[src/rtl/ptw3_pkg.sv]
package ptw3_pkg;
    localparam int VA_W     = 32;
    localparam int PA_W     = 36;
    localparam int OFF_W    = 12;
    localparam int TOP_IX_W = 2;
    localparam int IX_W     = 9;
    localparam int PTE_W    = 32;
    localparam int ENT_SH   = 2;
    localparam int PTR_W    = PA_W - IX_W - ENT_SH;
    localparam int FRM_W    = PA_W - OFF_W;
    localparam int VLD_BIT  = PTE_W - 1;
    localparam int MID_LSB  = OFF_W + IX_W;
    localparam int TOP_LSB  = VA_W - TOP_IX_W;

    typedef enum logic [1:0] {ST_IDLE, ST_ISSUE, ST_WAIT, ST_DONE} walk_st_t;
    typedef enum logic [1:0] {LV_NONE = 2'd0, LV_ONE = 2'd1, LV_TWO = 2'd2, LV_THREE = 2'd3} lvl_t;
endpackage

[src/rtl/ptw3_addr_gen.sv]
module ptw3_addr_gen
    import ptw3_pkg::*;
(
    input  lvl_t              lvl,
    input  logic [PA_W-1:0]   base,
    input  logic [VA_W-1:0]   va,
    input  logic [PTR_W-1:0]  ptr,
    output logic [PA_W-1:0]   addr
);
    localparam int TOP_PAD = PA_W - TOP_IX_W - ENT_SH;

    always_comb begin
        unique case (lvl)
            LV_ONE:   addr = base + {{TOP_PAD{1'b0}}, va[TOP_LSB +: TOP_IX_W], {ENT_SH{1'b0}}};
            LV_TWO:   addr = {ptr, va[MID_LSB +: IX_W], {ENT_SH{1'b0}}};
            LV_THREE: addr = {ptr, va[OFF_W +: IX_W], {ENT_SH{1'b0}}};
            default:  addr = base;
        endcase
    end
endmodule

[src/rtl/ptw3_entry_dec.sv]
module ptw3_entry_dec
    import ptw3_pkg::*;
(
    input  logic [PTE_W-1:0]  pte,
    output logic              vld,
    output logic [PTR_W-1:0]  ptr,
    output logic [FRM_W-1:0]  frame
);
    assign vld   = pte[VLD_BIT];
    assign ptr   = pte[PTR_W-1:0];
    assign frame = pte[FRM_W-1:0];
endmodule

[src/rtl/ptw3_walker.sv]
module ptw3_walker
    import ptw3_pkg::*;
(
    input  logic               clk,
    input  logic               rst_n,
    input  logic               req_valid,
    output logic               req_ready,
    input  logic [VA_W-1:0]    req_va,
    input  logic [PA_W-1:0]    root_base,
    output logic               rsp_valid,
    output logic [PA_W-1:0]    rsp_pa,
    output logic               rsp_fault,
    output logic [1:0]         rsp_level,
    output logic               mem_req_valid,
    input  logic               mem_req_ready,
    output logic [PA_W-1:0]    mem_req_addr,
    input  logic               mem_rsp_valid,
    input  logic [PTE_W-1:0]   mem_rsp_data
);
    walk_st_t           state_q, state_d;
    lvl_t               lvl_q;
    logic [VA_W-1:0]    va_q;
    logic [PA_W-1:0]    base_q;
    logic [PTR_W-1:0]   ptr_q;
    logic [PA_W-1:0]    pa_q;
    logic               fault_q;

    logic               ent_vld;
    logic [PTR_W-1:0]   ent_ptr;
    logic [FRM_W-1:0]   ent_frame;
    logic [PA_W-1:0]    ent_addr;

    ptw3_addr_gen u_addr (
        .lvl  (lvl_q),
        .base (base_q),
        .va   (va_q),
        .ptr  (ptr_q),
        .addr (ent_addr)
    );

    ptw3_entry_dec u_dec (
        .pte   (mem_rsp_data),
        .vld   (ent_vld),
        .ptr   (ent_ptr),
        .frame (ent_frame)
    );

    // next state
    always_comb begin
        state_d = state_q;
        unique case (state_q)
            ST_IDLE:  if (req_valid)     state_d = ST_ISSUE;
            ST_ISSUE: if (mem_req_ready) state_d = ST_WAIT;
            ST_WAIT:  if (mem_rsp_valid)
                          state_d = (!ent_vld || lvl_q == LV_THREE) ? ST_DONE : ST_ISSUE;
            ST_DONE:  state_d = ST_IDLE;
            default:  state_d = ST_IDLE;
        endcase
    end

    // state register
    always_ff @(posedge clk) begin
        if (!rst_n) state_q <= ST_IDLE;
        else        state_q <= state_d;
    end

    // walk context
    always_ff @(posedge clk) begin
        if (!rst_n) begin
            lvl_q   <= LV_NONE;
            va_q    <= '0;
            base_q  <= '0;
            ptr_q   <= '0;
            pa_q    <= '0;
            fault_q <= 1'b0;
        end else if (state_q == ST_IDLE && req_valid) begin
            lvl_q   <= LV_ONE;
            va_q    <= req_va;
            base_q  <= root_base;
            fault_q <= 1'b0;
        end else if (state_q == ST_WAIT && mem_rsp_valid) begin
            if (!ent_vld) begin
                fault_q <= 1'b1;
            end else if (lvl_q == LV_THREE) begin
                pa_q <= {ent_frame, va_q[OFF_W-1:0]};
            end else begin
                ptr_q <= ent_ptr;
                lvl_q <= lvl_t'(lvl_q + 2'd1);
            end
        end
    end

    // outputs
    always_comb begin
        req_ready     = (state_q == ST_IDLE);
        mem_req_valid = (state_q == ST_ISSUE);
        mem_req_addr  = ent_addr;
        rsp_valid     = (state_q == ST_DONE);
        rsp_fault     = fault_q;
        rsp_pa        = fault_q ? '0 : pa_q;
        rsp_level     = fault_q ? lvl_q : 2'd0;
    end

    assert_busy_after_take_R2: assert property (@(posedge clk) disable iff (!rst_n)
        req_valid && req_ready |=> !req_ready);

    assert_hold_read_R6: assert property (@(posedge clk) disable iff (!rst_n)
        mem_req_valid && !mem_req_ready |=> mem_req_valid && $stable(mem_req_addr));

    assert_single_read_R6: assert property (@(posedge clk) disable iff (!rst_n)
        mem_req_valid && mem_req_ready |=> !mem_req_valid);

    assert_result_pulse_R7: assert property (@(posedge clk) disable iff (!rst_n)
        rsp_valid |=> !rsp_valid);

    assert_offset_kept_R7: assert property (@(posedge clk) disable iff (!rst_n)
        rsp_valid && !rsp_fault |-> rsp_level == 2'd0 && rsp_pa[OFF_W-1:0] == va_q[OFF_W-1:0]);

    assert_fault_level_R8: assert property (@(posedge clk) disable iff (!rst_n)
        rsp_valid && rsp_fault |-> rsp_level != 2'd0 && rsp_pa == '0);
endmodule

[config.mk]
export PLATFORM = sky130hd
export DESIGN_NAME = ptw3_walker
export DESIGN_NICKNAME = d
export VERILOG_FILES = /design/src/rtl/ptw3_pkg.sv /design/src/rtl/ptw3_addr_gen.sv /design/src/rtl/ptw3_entry_dec.sv /design/src/rtl/ptw3_walker.sv
export SDC_FILE = /design/constraint.sdc
export NUM_CORES = 1
export LEC_CHECK = 0
export BUFFER_PORTS_ARGS = -buffer_cell sky130_fd_sc_hd__buf_2
export CAP_MARGIN = 15
export CORE_AREA = 4 4 97 144
export CTS_BUF_LIST = sky130_fd_sc_hd__clkbuf_8
export DETAILED_ROUTE_END_ITERATION = 6
export DIE_AREA = 0 0 101 148
export HOLD_SLACK_MARGIN = 0.15
export MAX_ROUTING_LAYER = met4
export PLACE_DENSITY_LB_ADDON = 0.1
export SYNTH_ARGS = -nofsm -noshare
export SYNTH_HDL_FRONTEND = slang
export SYNTH_SLANG_ARGS = --single-unit
[constraint.sdc]
create_clock -name clk -period 5 [get_ports clk]
set_input_delay 0.5 -clock clk [delete_from_list [all_inputs] [get_ports clk]]
set_output_delay 0.5 -clock clk [all_outputs]
set_load 0.05 [all_outputs]
==> results.md, run 1 <==
- Postcts setup bufs: 0
- Setup violations, final: 0
- Placed instance count: 1163
- Synth Area per Inst: 7.56 um2
- FF+latch count, synth: 134
- Core area: 0.0126 mm2
- CTS Sinks: 134
- Post-DR wirelength/cell: 15.5 um
- Synth Net Count: 1003
- Post-synth ARST share: 0%
- GR Overflow Total: 0
- Routed wire length: 18600 um
- Layout area overhead: 19.1%
- Row count: 50
- Top cell type's share of synthesized area: 39.8%
- Slew HR: 28.1%
- Post-CTS resize count: 0
- Initial DRC count: 346
- Final hold vios: 0
- Worst Path Max Fanout: 7
- Crit share post-route: 76.7%
- Die W: 101 um
- Initial Util: 53.5%
- Peak VDD IR: 177 uV
- Area contributors post-synth: dfxtp_1 40%, nand2_1 16%, a21boi_0 14%, nor2b_1 3.6%, clkbuf_1 3.2%
- Outcome: complete, no violations
- Post-Syn Area: 0.00673 mm2
- Vias in the first global route: 6270
- Post-place instance area: 0.00762 mm2
- Final Max Tran Viols: 0
- Critical path data required time: 4.50 ns
- CTS Root Buffer Type: clkbuf_8
- CTS Buffer Depth: 2
- ANT cells: 0
- DP HPWL: 13000 um
- Tot GR Track Use: 25.9%
- Power density over cell area: 303 mW/mm2
- Crit path DAT: 3.33 ns
- Clk Latency, worst-skew pair: 0.45 ns
- Final routed DRC violation total: 0
- Post-synth EDFFs: 0
- Max Fclk: 0.261 GHz
- Worst hold start: req_va[25]
- Most instantiated library cell after synthesis: nand2_1
- Design area: 0.00802 mm2
- Largest area contributor in the netlist: dfxtp_1
- IO buf count: 176
- Critical path endpoint category: output pin
- Fraction of layout cells with a size suffix above 1: 22.1%
- # IOs: 183
- Synth Warn #: 0
- Layout net count: 1138
- Initial antenna violation count: 0
- Class of the worst hold path: primary input to register
- Final setup skew: 0.00988 ns
- Crit path kind: register to output pin
- Reg2reg start: lvl_q[0]
- Num CTS Buffers: 17
- Setup tns final: 0 ns
- Synth top cells by count: 287 x nand2_1, 134 x dfxtp_1, 130 x a21boi_0, 58 x clkbuf_1, 39 x nor2b_1
- Clock-pin transition on the worst setup and hold timing paths: 0.09 ns
- Die span in y: 148 um
- Total power draw: 2.43 mW
- Tmin final: 3.83 ns
- Synth Instances: 891
- Main synth FF type: dfxtp_1
- Max-cap check violation count: 0
- GPL Wtd Cong: 0.876
- Seq/Total Area, Yosys: 39.8%
- Largest net degree at the start of global routing: 134
- CP Launch Type: register
- Worst setup path startpoint: base_q[2]
- Die footprint: 0.0149 mm2
- Routed vias/inst: 5.45
- Hold_buf cts: 0
- Leakage power: 3.21 nW
- Fin cells: 1195
- Post-route ant nets: 0
- First-pass iteration count of the detailed router: 5
- Total vias in the final route: 6510
- Count of cell types in the netlist: 48
- Slew @ Worst Pin: 1.08 ns
- CTS tree: yes
- RSZ-0062 raised after global routing: false
- First-pass GRT wire length: 30200 um
- H-Tree Depth: 4
-- critical path, cell delays in order, from the launching register on --
cell      delay, ns
dfxtp_1        0.36
ha_1           0.21
fa_1           0.24
nand3_1        0.26
nor4_1         0.90
nand3_1        0.22
o311ai_0       0.37
buf_2          0.33
-- layout make-up --
cell class	count	area, um2
Fill cell	1222	4560
Multi-Input combinational cell	666	3710
Sequential cell	134	2680
Timing Repair Buffer	184	943
Clock buffer	17	234
Tap cell	156	195
Clock inverter	15	168
Inverter	23	86.3
-- cells in the final DEF, fill, tap and decap left out, types with 5 or more instances in the layout --
master,count
a22oi_1,5
a21oi_1,20
and2_1,5
o311ai_0,5
o31a_1,10
o22ai_1,9
buf_2,175
a31oi_1,9
nand3_1,16
nor4_1,5
inv_1,24
ha_1,5
clkbuf_8,17
nand4_1,7
a32oi_1,7
o21ai_0,32
nor2_1,23
nand2_1,286
nor2b_1,39
dfxtp_1,134
buf_4,9
a21boi_0,130
nor3_1,7
-- kinds of logic after synthesis --
| logic type | count (synthesis) | synth area share, % |
|---|---|---|
| AO/OA/AOI/OAI | 243 | 25.6 |
| adder cells (fa/ha/maj) | 7 | 1.41 |
| flip-flops | 134 | 39.8 |
| XOR/XNOR | 1 | 0.130 |
| multiplexers | 2 | 0.297 |
| buffers and inverters | 91 | 5.17 |
| AND/OR/NAND/NOR | 413 | 27.6 |
-- final timing paths --
check | to | slack (ns) | cells past startpoint
min | va_q[25] | 0.29 | 3
min reg2reg | pa_q[32] | 0.47 | 2
max reg2reg | pa_q[19] | 2.60 | 5
max | mem_req_addr[20] | 1.17 | 7
-- through the flow --
step / hold WS [ns] / utilization (%) / setup slack (ns)
final: 0.289 / 63.8 / 1.17
after global routing: 0.278 / 63.8 / 1.02
after CTS: 0.274 / 63.8 / 1.28
after detailed placement: 0.455 / 60.6 / 1.78
after global placement: 0.450 / 60.6 / 1.80
after floorplan: 0.439 / - / 1.00
-- routing by layer --
layer	global-route usage (%)	vias to the layer above	part of all wire (%)
li1	-	3290	-
met1	31.5	2954	42
met2	41.9	228	48
met3	4.63	38	6.8
met4	10.8	0	3.3
met5	-	-	0
-- report_power, final --
group          internal [mW]  switching [mW]  total, mW  leakage (nW)
registers               1.11          0.0444       1.15          1.09
logic                  0.111           0.236      0.347          1.92
clock network          0.454           0.471      0.925         0.203
total                   1.67           0.751       2.43          3.21
-- state kept, by name, summed over array words and instances (netlist names) --
signal / count
va_q: 32
pa_q: 36
state_q: 2
ptr_q: 25
base_q: 36
lvl_q: 2
rsp_fault: 1
No activity file was read; power rests on OpenSTA's default activity.
==> run 2: changes to the inputs <==
--- a/config.mk
+++ b/config.mk
@@ -7,10 +7,10 @@
 export LEC_CHECK = 0
 export BUFFER_PORTS_ARGS = -buffer_cell sky130_fd_sc_hd__buf_2
 export CAP_MARGIN = 15
-export CORE_AREA = 4 4 97 144
+export CORE_AREA = 4 4 101 151
 export CTS_BUF_LIST = sky130_fd_sc_hd__clkbuf_8
 export DETAILED_ROUTE_END_ITERATION = 6
-export DIE_AREA = 0 0 101 148
+export DIE_AREA = 0 0 105 155
 export HOLD_SLACK_MARGIN = 0.15
 export MAX_ROUTING_LAYER = met4
 export PLACE_DENSITY_LB_ADDON = 0.1
==> constraint.sdc (replaced) <==
create_clock -name clk -period 3.4 [get_ports clk]
set_input_delay 0.34 -clock clk [delete_from_list [all_inputs] [get_ports clk]]
set_output_delay 0.34 -clock clk [all_outputs]
set_load 0.05 [all_outputs]
==> run 2 against run 1 <==
Effect of this change:
- sequential power is 48% higher
- final cell count grew 5.6%
- worst hold slack worse by 0.13 ns
- routed wire length grew 5.3%
- combinational power up 63%
- first-iteration DRC count rose by 1.4%
- register-to-register slack worse by 1.3 ns
- critical path depth is 2 higher
- largest power group unchanged
==> results.md, run 2 (synthesis gave the netlist of run 1 again) <==
- Commonest non-fill, non-tap cells in the layout: 286 x nand2_1, 173 x buf_2, 134 x dfxtp_1
- Max-cap check violation count: 0
- Crit path cell chain: ha_1 > fa_1 > nand3_2 > nor4_2 > buf_4 > nand3_1 > or3_1 > o211ai_1 > clkbuf_4
- Power density over cell area: 425 mW/mm2
- Slew HR: 26.8%
- Worst hold start: req_va[25]
- Final routed DRC violation total: 0
- Leakage power: 3.47 nW
- Die W: 105 um
- Final setup skew: 0.00831 ns
- Die span in y: 155 um
- Crit-path slowest cell: dfxtp_1
- Worst setup path startpoint: base_q[2]
- Post-place instance area: 0.00769 mm2
- Worst Path Max Fanout: 11
- Uppermost layer routed: met4
- Largest net degree at the start of global routing: 134
- GR Overflow Total: 0
- Initial Util: 48.3%
- Initial DRC count: 351
- Final hold vios: 0
- CTS Sinks: 134
- CTS Root Buffer Type: clkbuf_8
- Initial antenna violation count: 0
- Critical path data required time: 3.06 ns
- First-pass iteration count of the detailed router: 6
- H-Tree Depth: 4
- Routed vias/inst: 5.30
- Reg2reg start: lvl_q[0]
- Wire length on met3: 921 um
- Critical path endpoint category: output pin
- Top flop regs: base_q (36), pa_q (36), va_q (32)
- Core area: 0.0139 mm2
- Crit path kind: register to output pin
- Met2 routed WL: 10200 um
- Crit-path max cell delay: 0.36 ns
- CP Launch Type: register
- Layout area overhead: 28.1%
- Tot GR Track Use: 24.7%
- Post-DR wirelength/cell: 15.5 um
- CTS tree: yes
- Clock-pin transition on the worst setup and hold timing paths: 0.08 ns
- Total vias in the final route: 6684
- Fraction of layout cells with a size suffix above 1: 22.2%
- Class of the worst hold path: primary input to register
- Num CTS Buffers: 17
- Routed wire length: 19500 um
- Flop2flop setup slack: 1.34 ns
- Setup tns final: 0 ns
- ANT cells: 0
- Clk Latency, worst-skew pair: 0.44 ns
- Post-route ant nets: 0
- IO buf count: 176
- Vias in the first global route: 6449
- First-pass GRT wire length: 31700 um
- Setup violations, final: 0
- DP HPWL: 13500 um
- Max Fclk: 0.311 GHz
- Placed instance count: 1180
- Outcome: complete, no violations
- Crit path DAT: 2.88 ns
- DRT met1 WL: 8150 um
- GPL Wtd Cong: 0.856
- Slew @ Worst Pin: 1.10 ns
- Final Max Tran Viols: 0
- # IOs: 183
- Layout net count: 1196
- Row count: 53
- CTS Buffer Depth: 2
- Fin cells: 1262
- Design area: 0.00862 mm2
- Die footprint: 0.0163 mm2
- Crit share post-route: 94.6%
- Most common cell after layout, fill and taps aside: nand2_1
- Fin Hold WS: 0.158 ns
- Tmin final: 3.22 ns
- Peak VDD IR: 312 uV
-- run 2: cell count changes in the layout (fill, tap and decap cells not counted), sizes merged --
cell	change
buf	+8
clkbuf	+4
dlygate4sd3	+48
clkinv	-1
inv	-1
-- run 2: layer usage --
metal / up-vias / global-route usage [%]
met2: 185 / 43.8
li1: 3412 / -
met5: - / -
met3: 23 / 4.28
met1: 3064 / 28.5
met4: 0 / 7.00
-- run 2: worst paths after layout --
check,endpoint,cells after the start
max,mem_req_addr[28],9
min reg2reg,pa_q[33],2
max reg2reg,lvl_q[0],6
min,va_q[25],3
-- run 2: cell type report --
type | instances | area (um2)
Clock buffer | 19 | 262
Clock inverter | 13 | 161
Fill cell | 1323 | 5300
Inverter | 23 | 86.3
Multi-Input combinational cell | 666 | 3720
Sequential cell | 134 | 2680
Tap cell | 165 | 206
Timing Repair Buffer | 242 | 1500
-- run 2: what timing repair did --
| item | in CTS | in global routing |
|---|---|---|
| resized for setup | 0 | 4 |
| endpoints found under the setup margin | 0 | 9 |
| hold endpoints to repair | 50 | 0 |
| hold buffers | 48 | 0 |
| buffers inserted | 0 | 2 |
-- run 2: critical path: cells and delay by family (launching register included) --
family	cells	cell delay, ns
buf+inv	2	0.52
flops	1	0.36
fa+ha+maj	2	0.47
compound gates	1	0.13
simple gates	4	0.95
-- run 2: through the flow --
step / utilization [%] / setup slack [ns] / power [mW]
after floorplan: - / 0.0907 / 2.07
after global placement: 55.2 / 0.665 / 2.25
after detailed placement: 55.2 / 0.611 / 2.26
after CTS: 61.7 / 0.0817 / 3.70
after global routing: 61.9 / -0.00705 / 3.83
final: 61.9 / 0.183 / 3.66
-- run 2: report_power, final --
part | total [mW] | internal, mW | switching, mW
clock network | 1.40 | 0.716 | 0.684
logic | 0.566 | 0.206 | 0.360
registers | 1.70 | 1.63 | 0.0679
